## src/rtl/csync_pkg.sv

```systemverilog
// Shared constants and types for the composite sync generator.
// All positions are 13.5 MHz cycle counts within a line; ranges are half-open.
package csync_pkg;
    localparam int HCNT_W = 10;

    typedef logic [HCNT_W-1:0] hcnt_t;

    // Line lengths
    localparam hcnt_t N_LEN  = hcnt_t'(858);
    localparam hcnt_t P_LEN  = hcnt_t'(864);
    // Half-line point
    localparam hcnt_t N_HALF = hcnt_t'(429);
    localparam hcnt_t P_HALF = hcnt_t'(432);
    // Normal horizontal sync end (same in both standards)
    localparam hcnt_t HS_END = hcnt_t'(63);
    // Equalizing pulse width
    localparam hcnt_t N_EQW  = hcnt_t'(31);
    localparam hcnt_t P_EQW  = hcnt_t'(32);
    // Broad pulse width within a half-line (serration follows)
    localparam hcnt_t N_BRW  = hcnt_t'(366);
    localparam hcnt_t P_BRW  = hcnt_t'(368);
    // Burst window
    localparam hcnt_t N_BST  = hcnt_t'(72);
    localparam hcnt_t N_BEN  = hcnt_t'(106);
    localparam hcnt_t P_BST  = hcnt_t'(76);
    localparam hcnt_t P_BEN  = hcnt_t'(107);
    // Blanking edges
    localparam hcnt_t N_BLE  = hcnt_t'(127);
    localparam hcnt_t N_BLS  = hcnt_t'(837);
    localparam hcnt_t P_BLE  = hcnt_t'(142);
    localparam hcnt_t P_BLS  = hcnt_t'(844);

    // What a half-line carries on the sync output
    typedef enum logic [1:0] {
        PK_NORMAL = 2'd0,
        PK_EQ     = 2'd1,
        PK_BROAD  = 2'd2,
        PK_NONE   = 2'd3
    } pulse_kind_t;
endpackage

```

## src/rtl/csync_hcount.sv

```systemverilog
// Horizontal cycle counter. Counts one line of the latched standard and
// flags its last cycle. Assumes pal_mode changes only at a line wrap.
module csync_hcount
    import csync_pkg::*;
(
    input  logic  clk,
    input  logic  rst_n,
    input  logic  pal_mode,
    output hcnt_t hcount,
    output logic  line_last
);
    hcnt_t line_len;

    // Select the line length of the latched standard
    always_comb begin
        line_len  = pal_mode ? P_LEN : N_LEN;
        line_last = (hcount == line_len - hcnt_t'(1));
    end

    // Advance the cycle count and wrap at the end of the line
    always_ff @(posedge clk) begin
        if (!rst_n)         hcount <= '0;
        else if (line_last) hcount <= '0;
        else                hcount <= hcount + hcnt_t'(1);
    end

    AST_H_RANGE: assert property (@(posedge clk) disable iff (!rst_n)
        hcount < line_len);
    AST_H_WRAP: assert property (@(posedge clk) disable iff (!rst_n)
        line_last |=> (hcount == '0));
endmodule

```

## src/rtl/csync_linecount.sv

```systemverilog
// Line counter and standard latch. Steps once per line wrap, wraps at the
// frame length, and takes a new standard only at reset or frame end.
module csync_linecount #(
    parameter int LINES_NTSC = 525,
    parameter int LINES_PAL  = 625,
    parameter int LINE_W     = 10
) (
    input  logic              clk,
    input  logic              rst_n,
    input  logic              pal_sel,
    input  logic              line_last,
    output logic [LINE_W-1:0] line_num,
    output logic              pal_mode,
    output logic              frame_last
);
    logic [LINE_W-1:0] last_line;

    // Last line index of the latched standard and the frame-end flag
    always_comb begin
        last_line  = pal_mode ? LINE_W'(LINES_PAL - 1) : LINE_W'(LINES_NTSC - 1);
        frame_last = line_last && (line_num == last_line);
    end

    // Count lines, wrap at frame end and latch the standard there
    always_ff @(posedge clk) begin
        if (!rst_n) begin
            line_num <= '0;
            pal_mode <= pal_sel;
        end else if (frame_last) begin
            line_num <= '0;
            pal_mode <= pal_sel;
        end else if (line_last) begin
            line_num <= line_num + LINE_W'(1);
        end
    end

    AST_LINE_RANGE: assert property (@(posedge clk) disable iff (!rst_n)
        line_num <= last_line);
    AST_MODE_HOLD: assert property (@(posedge clk) disable iff (!rst_n)
        !frame_last |=> $stable(pal_mode));
endmodule

```

## src/rtl/csync_decode.sv

```systemverilog
// Timing decoder. Turns cycle and line counts into sync, blanking, burst
// and vertical flags. Assumes counts are in range for the given standard.
module csync_decode
    import csync_pkg::*;
#(
    parameter int LINE_W = 10
) (
    input  logic              clk,
    input  logic              rst_n,
    input  logic              pal_mode,
    input  hcnt_t             hcount,
    input  logic [LINE_W-1:0] line_num,
    output logic              csync,
    output logic              hblank,
    output logic              burst_gate,
    output logic              vsync,
    output logic              vsync_fall
);
    hcnt_t       half_pt, eq_w, br_w, hh;
    logic        second;
    logic [31:0] ln;
    pulse_kind_t kind;
    logic        vsync_q;

    // Standard-dependent pulse geometry and the position within the half-line
    always_comb begin
        half_pt = pal_mode ? P_HALF : N_HALF;
        eq_w    = pal_mode ? P_EQW  : N_EQW;
        br_w    = pal_mode ? P_BRW  : N_BRW;
        second  = (hcount >= half_pt);
        hh      = second ? (hcount - half_pt) : hcount;
        ln      = 32'(line_num);
    end

    // Classify the current half-line by its position in the vertical interval
    always_comb begin
        kind = PK_NORMAL;
        if (pal_mode) begin
            case (ln)
                32'd0, 32'd1, 32'd5, 32'd6: kind = PK_EQ;
                32'd2:                      kind = second ? PK_BROAD : PK_EQ;
                32'd3, 32'd4:               kind = PK_BROAD;
                32'd7:                      kind = second ? PK_NONE : PK_EQ;
                default:                    kind = PK_NORMAL;
            endcase
        end else begin
            if (ln < 32'd3)       kind = PK_EQ;
            else if (ln < 32'd6)  kind = PK_BROAD;
            else if (ln < 32'd9)  kind = PK_EQ;
            else                  kind = PK_NORMAL;
        end
    end

    // Sync level select for the half-line kind
    always_comb begin
        case (kind)
            PK_NORMAL: csync = !second && (hh < HS_END);
            PK_EQ:     csync = (hh < eq_w);
            PK_BROAD:  csync = (hh < br_w);
            default:   csync = 1'b0;
        endcase
    end

    // Horizontal blanking and burst windows
    always_comb begin
        if (pal_mode) begin
            hblank     = (hcount < P_BLE) || (hcount >= P_BLS);
            burst_gate = (hcount >= P_BST) && (hcount < P_BEN);
        end else begin
            hblank     = (hcount < N_BLE) || (hcount >= N_BLS);
            burst_gate = (hcount >= N_BST) && (hcount < N_BEN);
        end
        vsync      = (kind == PK_BROAD);
        vsync_fall = vsync_q && !vsync;
    end

    // Remember the previous vertical flag for edge detection
    always_ff @(posedge clk) begin
        if (!rst_n) vsync_q <= 1'b0;
        else        vsync_q <= vsync;
    end

    AST_BURST_IN_BLANK: assert property (@(posedge clk) disable iff (!rst_n)
        burst_gate |-> hblank);
    AST_SYNC_IN_BLANK: assert property (@(posedge clk) disable iff (!rst_n)
        (csync && !vsync) |-> (hblank || (hh < eq_w)));
    AST_VSF_SINGLE: assert property (@(posedge clk) disable iff (!rst_n)
        vsync_fall |=> !vsync_fall);
    AST_VSF_LOW: assert property (@(posedge clk) disable iff (!rst_n)
        vsync_fall |-> !vsync);
endmodule

```

## src/rtl/csync_gen.sv

```systemverilog
// Composite sync and blanking generator, top level. Joins the cycle
// counter, line counter and decoder. Assumes a 13.5 MHz clock.
module csync_gen
    import csync_pkg::*;
#(
    parameter int LINES_NTSC = 525,
    parameter int LINES_PAL  = 625,
    localparam int LINES_MAX = (LINES_PAL > LINES_NTSC) ? LINES_PAL : LINES_NTSC,
    localparam int LINE_W    = $clog2(LINES_MAX)
) (
    input  logic              clk,
    input  logic              rst_n,
    input  logic              pal_sel,
    output logic [9:0]        hcount,
    output logic [LINE_W-1:0] line_num,
    output logic              csync,
    output logic              hblank,
    output logic              burst_gate,
    output logic              vsync,
    output logic              vsync_fall
);
    logic pal_mode, line_last, frame_last;

    csync_hcount u_hcount (
        .clk       (clk),
        .rst_n     (rst_n),
        .pal_mode  (pal_mode),
        .hcount    (hcount),
        .line_last (line_last)
    );

    csync_linecount #(
        .LINES_NTSC (LINES_NTSC),
        .LINES_PAL  (LINES_PAL),
        .LINE_W     (LINE_W)
    ) u_linecount (
        .clk        (clk),
        .rst_n      (rst_n),
        .pal_sel    (pal_sel),
        .line_last  (line_last),
        .line_num   (line_num),
        .pal_mode   (pal_mode),
        .frame_last (frame_last)
    );

    csync_decode #(
        .LINE_W (LINE_W)
    ) u_decode (
        .clk        (clk),
        .rst_n      (rst_n),
        .pal_mode   (pal_mode),
        .hcount     (hcount),
        .line_num   (line_num),
        .csync      (csync),
        .hblank     (hblank),
        .burst_gate (burst_gate),
        .vsync      (vsync),
        .vsync_fall (vsync_fall)
    );

    AST_WRAP_LINE: assert property (@(posedge clk) disable iff (!rst_n)
        (line_last && !frame_last) |=> (hcount == '0));
endmodule

```

## config.mk

```make
export PLATFORM = sky130hd
export DESIGN_NAME = csync_gen
export DESIGN_NICKNAME = d
export VERILOG_FILES = /design/src/rtl/csync_pkg.sv /design/src/rtl/csync_hcount.sv /design/src/rtl/csync_linecount.sv /design/src/rtl/csync_decode.sv /design/src/rtl/csync_gen.sv
export SDC_FILE = /design/constraint.sdc
export NUM_CORES = 1
export LEC_CHECK = 0
export BUFFER_PORTS_ARGS = -buffer_cell sky130_fd_sc_hd__buf_4
export CAP_MARGIN = 15
export CORE_UTILIZATION = 32
export DETAILED_ROUTE_END_ITERATION = 8
export GPL_TIMING_DRIVEN = 0
export PLACE_DENSITY = 0.54
export SETUP_SLACK_MARGIN = 0.4
export SYNTH_ARGS = -nofsm -noshare
export SYNTH_HDL_FRONTEND = slang
export SYNTH_SLANG_ARGS = --single-unit
export TNS_END_PERCENT = 10
```

## constraint.sdc

```tcl
create_clock -name clk -period 6.7 [get_ports clk]
set_input_delay 1.675 -clock clk [delete_from_list [all_inputs] [get_ports clk]]
set_output_delay 1.675 -clock clk [all_outputs]
set_load 0.1 [all_outputs]
```

* After elaboration in Yosys (flattened, before gate mapping)
Cells that the tools add are included.
** Storage, ports and cells
- Input port bits :: 3
- Flip-flop bits (word level) :: 22
- Word-level logic and storage cells :: 69
** Cells by class
- $lt $le $gt $ge :: 15
- Equal/unequal tests :: 12
- Add/subtract/negate cells :: 4
- Reduce and logical (&&, ||, !) cells :: 15
- Muxes and demuxes :: 18
- Bitwise operators :: 1
** Operators by type and width (number)
- equality test 10 x 3 -> 1 bit (second input constant) :: 4
- logical NOT 32 bit :: 1
- less-than comparator 10 x 7 -> 1 bit (second input constant) :: 3
- adder 10 x 1 -> 10 bit (second input constant) :: 2
- equality test 10 bit :: 2
- equality test 10 x 2 -> 1 bit (second input constant) :: 2
- greater-or-equal comparator 10 bit (second input constant) :: 2
- greater-or-equal comparator 10 x 7 -> 1 bit (second input constant) :: 2
- less-than comparator 10 bit :: 2
- two-way mux 6 bit :: 2
- equality test 10 x 1 -> 1 bit (second input constant) :: 1
- greater-or-equal comparator 10 bit :: 1
- less-than comparator 10 x 2 -> 1 bit (second input constant) :: 1
- less-than comparator 10 x 3 -> 1 bit (second input constant) :: 1
- less-than comparator 10 x 4 -> 1 bit (second input constant) :: 1
- less-than comparator 10 x 6 -> 1 bit (second input constant) :: 1
- less-than comparator 10 x 8 -> 1 bit (second input constant) :: 1
- two-way mux 10 bit :: 1
- two-way mux 2 bit :: 5
- two-way mux 5 bit :: 2
- subtractor 10 x 1 -> 10 bit (second input constant) :: 1
- subtractor 10 bit :: 1
- one-hot mux 2 bit (4 select lines) :: 1
- two-way mux 7 bit :: 1
- other kinds (12) :: 24

* Longest topological paths before layout
- Word-level depth :: 8
- Mapped depth :: 18
- Gate-level depth less buffers :: 17

* Modules after synthesis
Synthesis repeated with hierarchy kept, for this count alone.
** Unflattened totals
- Cell total of the unflattened synthesis :: 253
- Area, all modules :: 2053.2 um^2
** By module, submodules not included
- csync_decode :: instances 1, cells each 140, area each 964.7 um^2, seq. area each 20.0 um^2
- csync_linecount :: instances 1, cells each 64, area each 601.8 um^2, seq. area each 230.2 um^2
- csync_hcount :: instances 1, cells each 49, area each 486.7 um^2, seq. area each 200.2 um^2

* Worst setup path after synthesis
No wires, ideal clock.
- Path type :: register to output
- From :: register u_hcount.hcount[1]
- To :: output hblank
- Buffers on the path :: 0
- Cell stages (with the launch flop) :: 8
- Setup slack :: -0.206 ns
- Arrival time :: 5.231 ns
- Cell sequence :: dfxtp_1 inv_2 ha_1 inv_1 o21ai_0 a21oi_1 a21oi_1 o311ai_0
** On the way
- Longest elaborated chain between the ends :: 3
- Elaborated cells on any way between the ends :: 7
** Ends and longest elaborated chain
- start, declared :: line csync_hcount.sv:9 : output hcnt_t hcount,
- start signal, assigned :: line csync_hcount.sv:24 : else hcount <= hcount + hcnt_t'(1);
- less-than comparator 10 x 7 -> 1 bit, or another cell as far along :: line csync_decode.sv:70 : hblank = (hcount < N_BLE) || (hcount >= N_BLS);
- logical OR 1 bit (on tied branches) :: line csync_decode.sv:70, csync_decode.sv:67
- two-way mux 1 bit (*) :: line csync_decode.sv:66 : if (pal_mode) begin
- end, declared :: line csync_gen.sv:17 : output logic hblank,
Every way passes the cells marked *; elsewhere a longest branch is shown, timed or not.

* Worst setup path in the final report
- From :: register u_linecount.pal_mode
- To :: output csync
** On the way
- Longest elaborated chain between the ends :: 7
- Elaborated cells on any way between the ends :: 19
** Ends and longest elaborated chain
- start, declared :: line csync_linecount.sv:13 : output logic pal_mode,
- start signal, assigned :: line csync_linecount.sv:28 : pal_mode <= pal_sel;
- start signal, assigned :: line csync_linecount.sv:31 : pal_mode <= pal_sel;
- parallel branches: the longest is 6 deep, another holds subtractor 10 bit
- one-hot mux 1 bit (3 select lines) (*) :: line csync_decode.sv:56 : case (kind)
- end, declared :: line csync_gen.sv:16 : output logic csync,
Every way passes the cells marked *.

==> results_dict.tcl <==
set metrics [dict create \
    period_needed_ns 5.94 \
    yosysMostFrequentCell "nor2_1" \
    crit_chain "clkbuf_2 -> inv_1 -> ha_1 -> ha_1 -> nand2b_1 -> a21oi_1 -> o41a_4 -> nor2_4 -> nand2_1 -> o21ai_0 -> ha_1 -> nor2b_1 -> o21a_1 -> o21ai_0 -> nand2b_1 -> a31o_1 -> a211o_1 -> a21oi_2 -> buf_6" \
    fmax_mhz 168 \
    clock_skew_ns 0.00397 \
    fin_nets 306 \
    synth_ff_type "dfxtp_1" \
    syn_nets 272 \
    clkLatencyLatePin_ns 0.27 \
    grt_usage_pct 16.0 \
    drt-wirelength-per-cell_um 13.4 \
    synth_edf_count 1 \
    die_y_um 81.1 \
    cp_common_cell "ha_1" \
    grt_first_pass_wirelength_um 8190 \
    synth_seq_cells 22 \
    finalSetupViolations 0 \
    slew_headroom_pct 53.6 \
    die_area_um2 6580 \
    syn2layout_area_growth_pct 19.6 \
    start_kind "flop" \
    hold_path_end "u_linecount.line_num[6]$_SDFFE_PP0P_" \
    htree_levels 1 \
    swShare_pct 28.9 \
    synthArstFlopShare_pct 0 \
    synth_top_family_by_area "simple AND/OR/NAND/NOR gates" \
    status "completed" \
    hold_class "flop to flop" \
    reg2reg_slack_ns 3.73 \
    met3_usage_pct 1.35 \
    final_antenna_net_count 0 \
    busiest_layer "met2" \
    r2r_start "u_linecount.pal_mode$_DFFE_PP_" \
    ys_warn_count 0 \
    ios 28 \
    yosys-top-cells-area "dfxtp_1 21%, ha_1 13%, nor2_1 6.2%" \
    syn_inst 249 \
    hpwl_um 3700 \
    vdd_drop_max_uv 69.6 \
    end_kind "primary output" \
    switching_power_mw 0.0947 \
    slowest_delay_ns 0.46 \
    final_cells 357 \
    synth-compound-area-share_pct 19.6 \
    hold_violations 0 \
    start_util_pct 33.4 \
    netlist_top_cells_count "33 x nor2_1, 22 x nand2_1, 21 x dfxtp_1, 20 x ha_1, 14 x xor2_1" \
    grt_pass1_vias 1707 \
    crit_path_max_fanout 10 \
    cts_buffers 3 \
    drtIter0Drc 68 \
    routed_wl_um 4790 \
    criticalPathCategory "flop to primary output" \
    ys_seq_area_share_pct 22.5 \
    grt_max_degree 14 \
    synth_top_area_cell "dfxtp_1" \
    rows 28 \
    clk_path_buf_depth 2 \
    cts_tree "yes" \
    drtPass1Iterations 4 \
    clockPowerShare_pct 39.9 \
    num_vias 1809 \
    synthSimpleGateAreaFrac_pct 28.6 \
    crit_family "compound AO/OA/AOI/OAI gates" \
    antenna_found_initial 0 \
    slew_violations 0 \
    die_width_um 81.1 \
    final_util_pct 40.0 \
    layout-drive-gt1-share_pct 20.9 \
    powerDensity_nw_per_um2 137 \
    cts.sinks 22 \
    slowest_stage "edfxtp_1" \
    hold_buffers 0 \
    dp.cells 351 \
    rr_endpoint "u_decode.vsync_q$_SDFF_PN0_" \
    min_from "u_linecount.line_num[6]$_SDFFE_PP0P_" \
    muxShareOfSynthArea_pct 3.13 \
    power_frac_seq_pct 42.1 \
    clk_pin_slew_ns 0.09 \
    fillers 628 \
    core_um2 5990 \
    fin_crit_sh_pct 88.7 \
    yosys.area_share.adder_pct 12.5 \
    avgSynthCellArea_um2 8.04 \
    synth_xor_area_share_pct 8.75 \
    synthDominantCellAreaShare_pct 21.0 \
    root_buffer "clkbuf_8" \
    syn_area_um2 2000 \
    ff2ff_path_depth 11 \
    overflow 0 \
    synth_cell_types 61 \
    via_per_inst 5.07 \
    rsz0062_at_grt "false" \
    gp_congestion 0.833 \
    antenna_cells 0 \
    power.leakage_nw 0.987 \
    grt_use_met2_pct 24.5 \
    arrival_ns 4.26 \
    max-cap-violations 0 \
    cp.required_ns 5.03 \
    hold_depth 2 \
    drc_errors 0 \
    path_buf_inv 3 \
    grt_util_met1_pct 24.1 \
    pwr-share-comb_pct 17.9 \
    internal-power_mw 0.233 \
    worstMarginPinSlew_ns 0.691 \
    port_buffers 27 \
]
state kept, by name, summed over array words and instances (netlist names):
register,flops
u_decode.vsync_q,1
u_hcount.hcount,10
u_linecount.line_num,10
u_linecount.pal_mode,1
power by group through the flow:
stage / logic [mW] / registers, mW / clock network, mW
floorplan: 0.0344 / 0.151 / 0
CTS: 0.0573 / 0.139 / 0.134
global route: 0.0649 / 0.139 / 0.139
global placement: 0.0569 / 0.142 / 0
detailed placement: 0.0569 / 0.142 / 0
finish: 0.0588 / 0.138 / 0.131
worst max path at each step:
stage,startpoint,end,slack (ns),cells past startpoint
after CTS,u_linecount.pal_mode$_DFFE_PP_,csync,0.44,18
after global placement,u_linecount.pal_mode$_DFFE_PP_,csync,0.56,16
after detailed placement,u_linecount.pal_mode$_DFFE_PP_,csync,0.62,16
after floorplan,u_hcount.hcount[0]$_SDFF_PP0_,vsync_fall,-0.01,10
final,u_linecount.pal_mode$_DFFE_PP_,csync,0.76,19
after global routing,u_linecount.pal_mode$_DFFE_PP_,csync,0.42,19
placed cells by master, fill, tap and decap left out, drive strengths merged, types with 2 or more instances in the layout:
| cell type | netlist | final |
|---|---|---|
| dfxtp | 21 | 21 |
| o22ai | 2 | 2 |
| nor3b | 2 | 2 |
| nor3 | 6 | 6 |
| nand2 | 23 | 23 |
| a21oi | 12 | 12 |
| nor4 | 3 | 3 |
| a2111oi | 2 | 2 |
| nand3 | 8 | 8 |
| and2 | 3 | 3 |
| nand4 | 4 | 4 |
| inv | 10 | 10 |
| xor2 | 14 | 14 |
| mux2 | 2 | 2 |
| o311ai | 4 | 4 |
| ha | 20 | 20 |
| o21a | 4 | 4 |
| and3 | 3 | 3 |
| nor2b | 4 | 4 |
| xnor2 | 6 | 6 |
| nand2b | 5 | 5 |
| nor2 | 34 | 34 |
| nand4b | 2 | 2 |
| o21ai | 14 | 14 |
| or4 | 3 | 3 |
| a211oi | 2 | 2 |
| mux2i | 4 | 4 |
| buf | 5 | 34 |
| clkbuf | 7 | 10 |
final cells by class:
class	count	area (µm²)	area share [%]
Sequential cell	22	450	18.8
Timing Repair Buffer	29	221	9.25
Inverter	10	37.5	1.57
Buffer	12	63.8	2.66
Multi-Input combinational cell	205	1460	60.8
Clock buffer	3	41.3	1.72
Tap cell	75	93.8	3.92
Clock inverter	1	30.0	1.25
repair_timing:
item | 4_1_cts | 5_1_grt
gates cloned | 0 | 0
buffers inserted | 0 | 2
gates resized for setup | 1 | 2
setup endpoints to repair | 1 | 1
logic make-up (layout without fill, tap and decap cells):
| logic type | after synthesis | in the layout |
|---|---|---|
| and+or+nand+nor | 106 | 106 |
| AOI/OAI and AO/OA | 53 | 53 |
| DFF | 22 | 22 |
| buffers and inverters | 22 | 55 |
| adders and majority gates | 20 | 20 |
| xor gates and xnor gates | 20 | 20 |
| muxes | 6 | 6 |
tightest hold or removal path, cell delays in order, from the launching register on:
cell	delay, ns
dfxtp_1	0.36
xor2_1	0.16
nor2_1	0.05
layer usage:
| layer | vias to the layer above | share of wire, % |
|---|---|---|
| met3 | 4 | 2.7 |
| li1 | 958 | - |
| met5 | - | 0 |
| met2 | 31 | 43 |
| met4 | 0 | 0.88 |
| met1 | 816 | 53 |
per-stage QoR:
step | power, mW | hold WS (ns) | area (µm²) | setup TNS, ns | worst slack (ns)
floorplan | 0.185 | 0.962 | 2000 | -0.0117 | -0.0117
global placement | 0.199 | 0.578 | 2300 | 0 | 0.555
detailed placement | 0.199 | 0.590 | 2300 | 0 | 0.616
CTS | 0.330 | 0.608 | 2370 | 0 | 0.441
global route | 0.343 | 0.654 | 2390 | 0 | 0.421
finish | 0.328 | 0.611 | 2390 | 0 | 0.760
No activity file was read; power rests on OpenSTA's default activity.
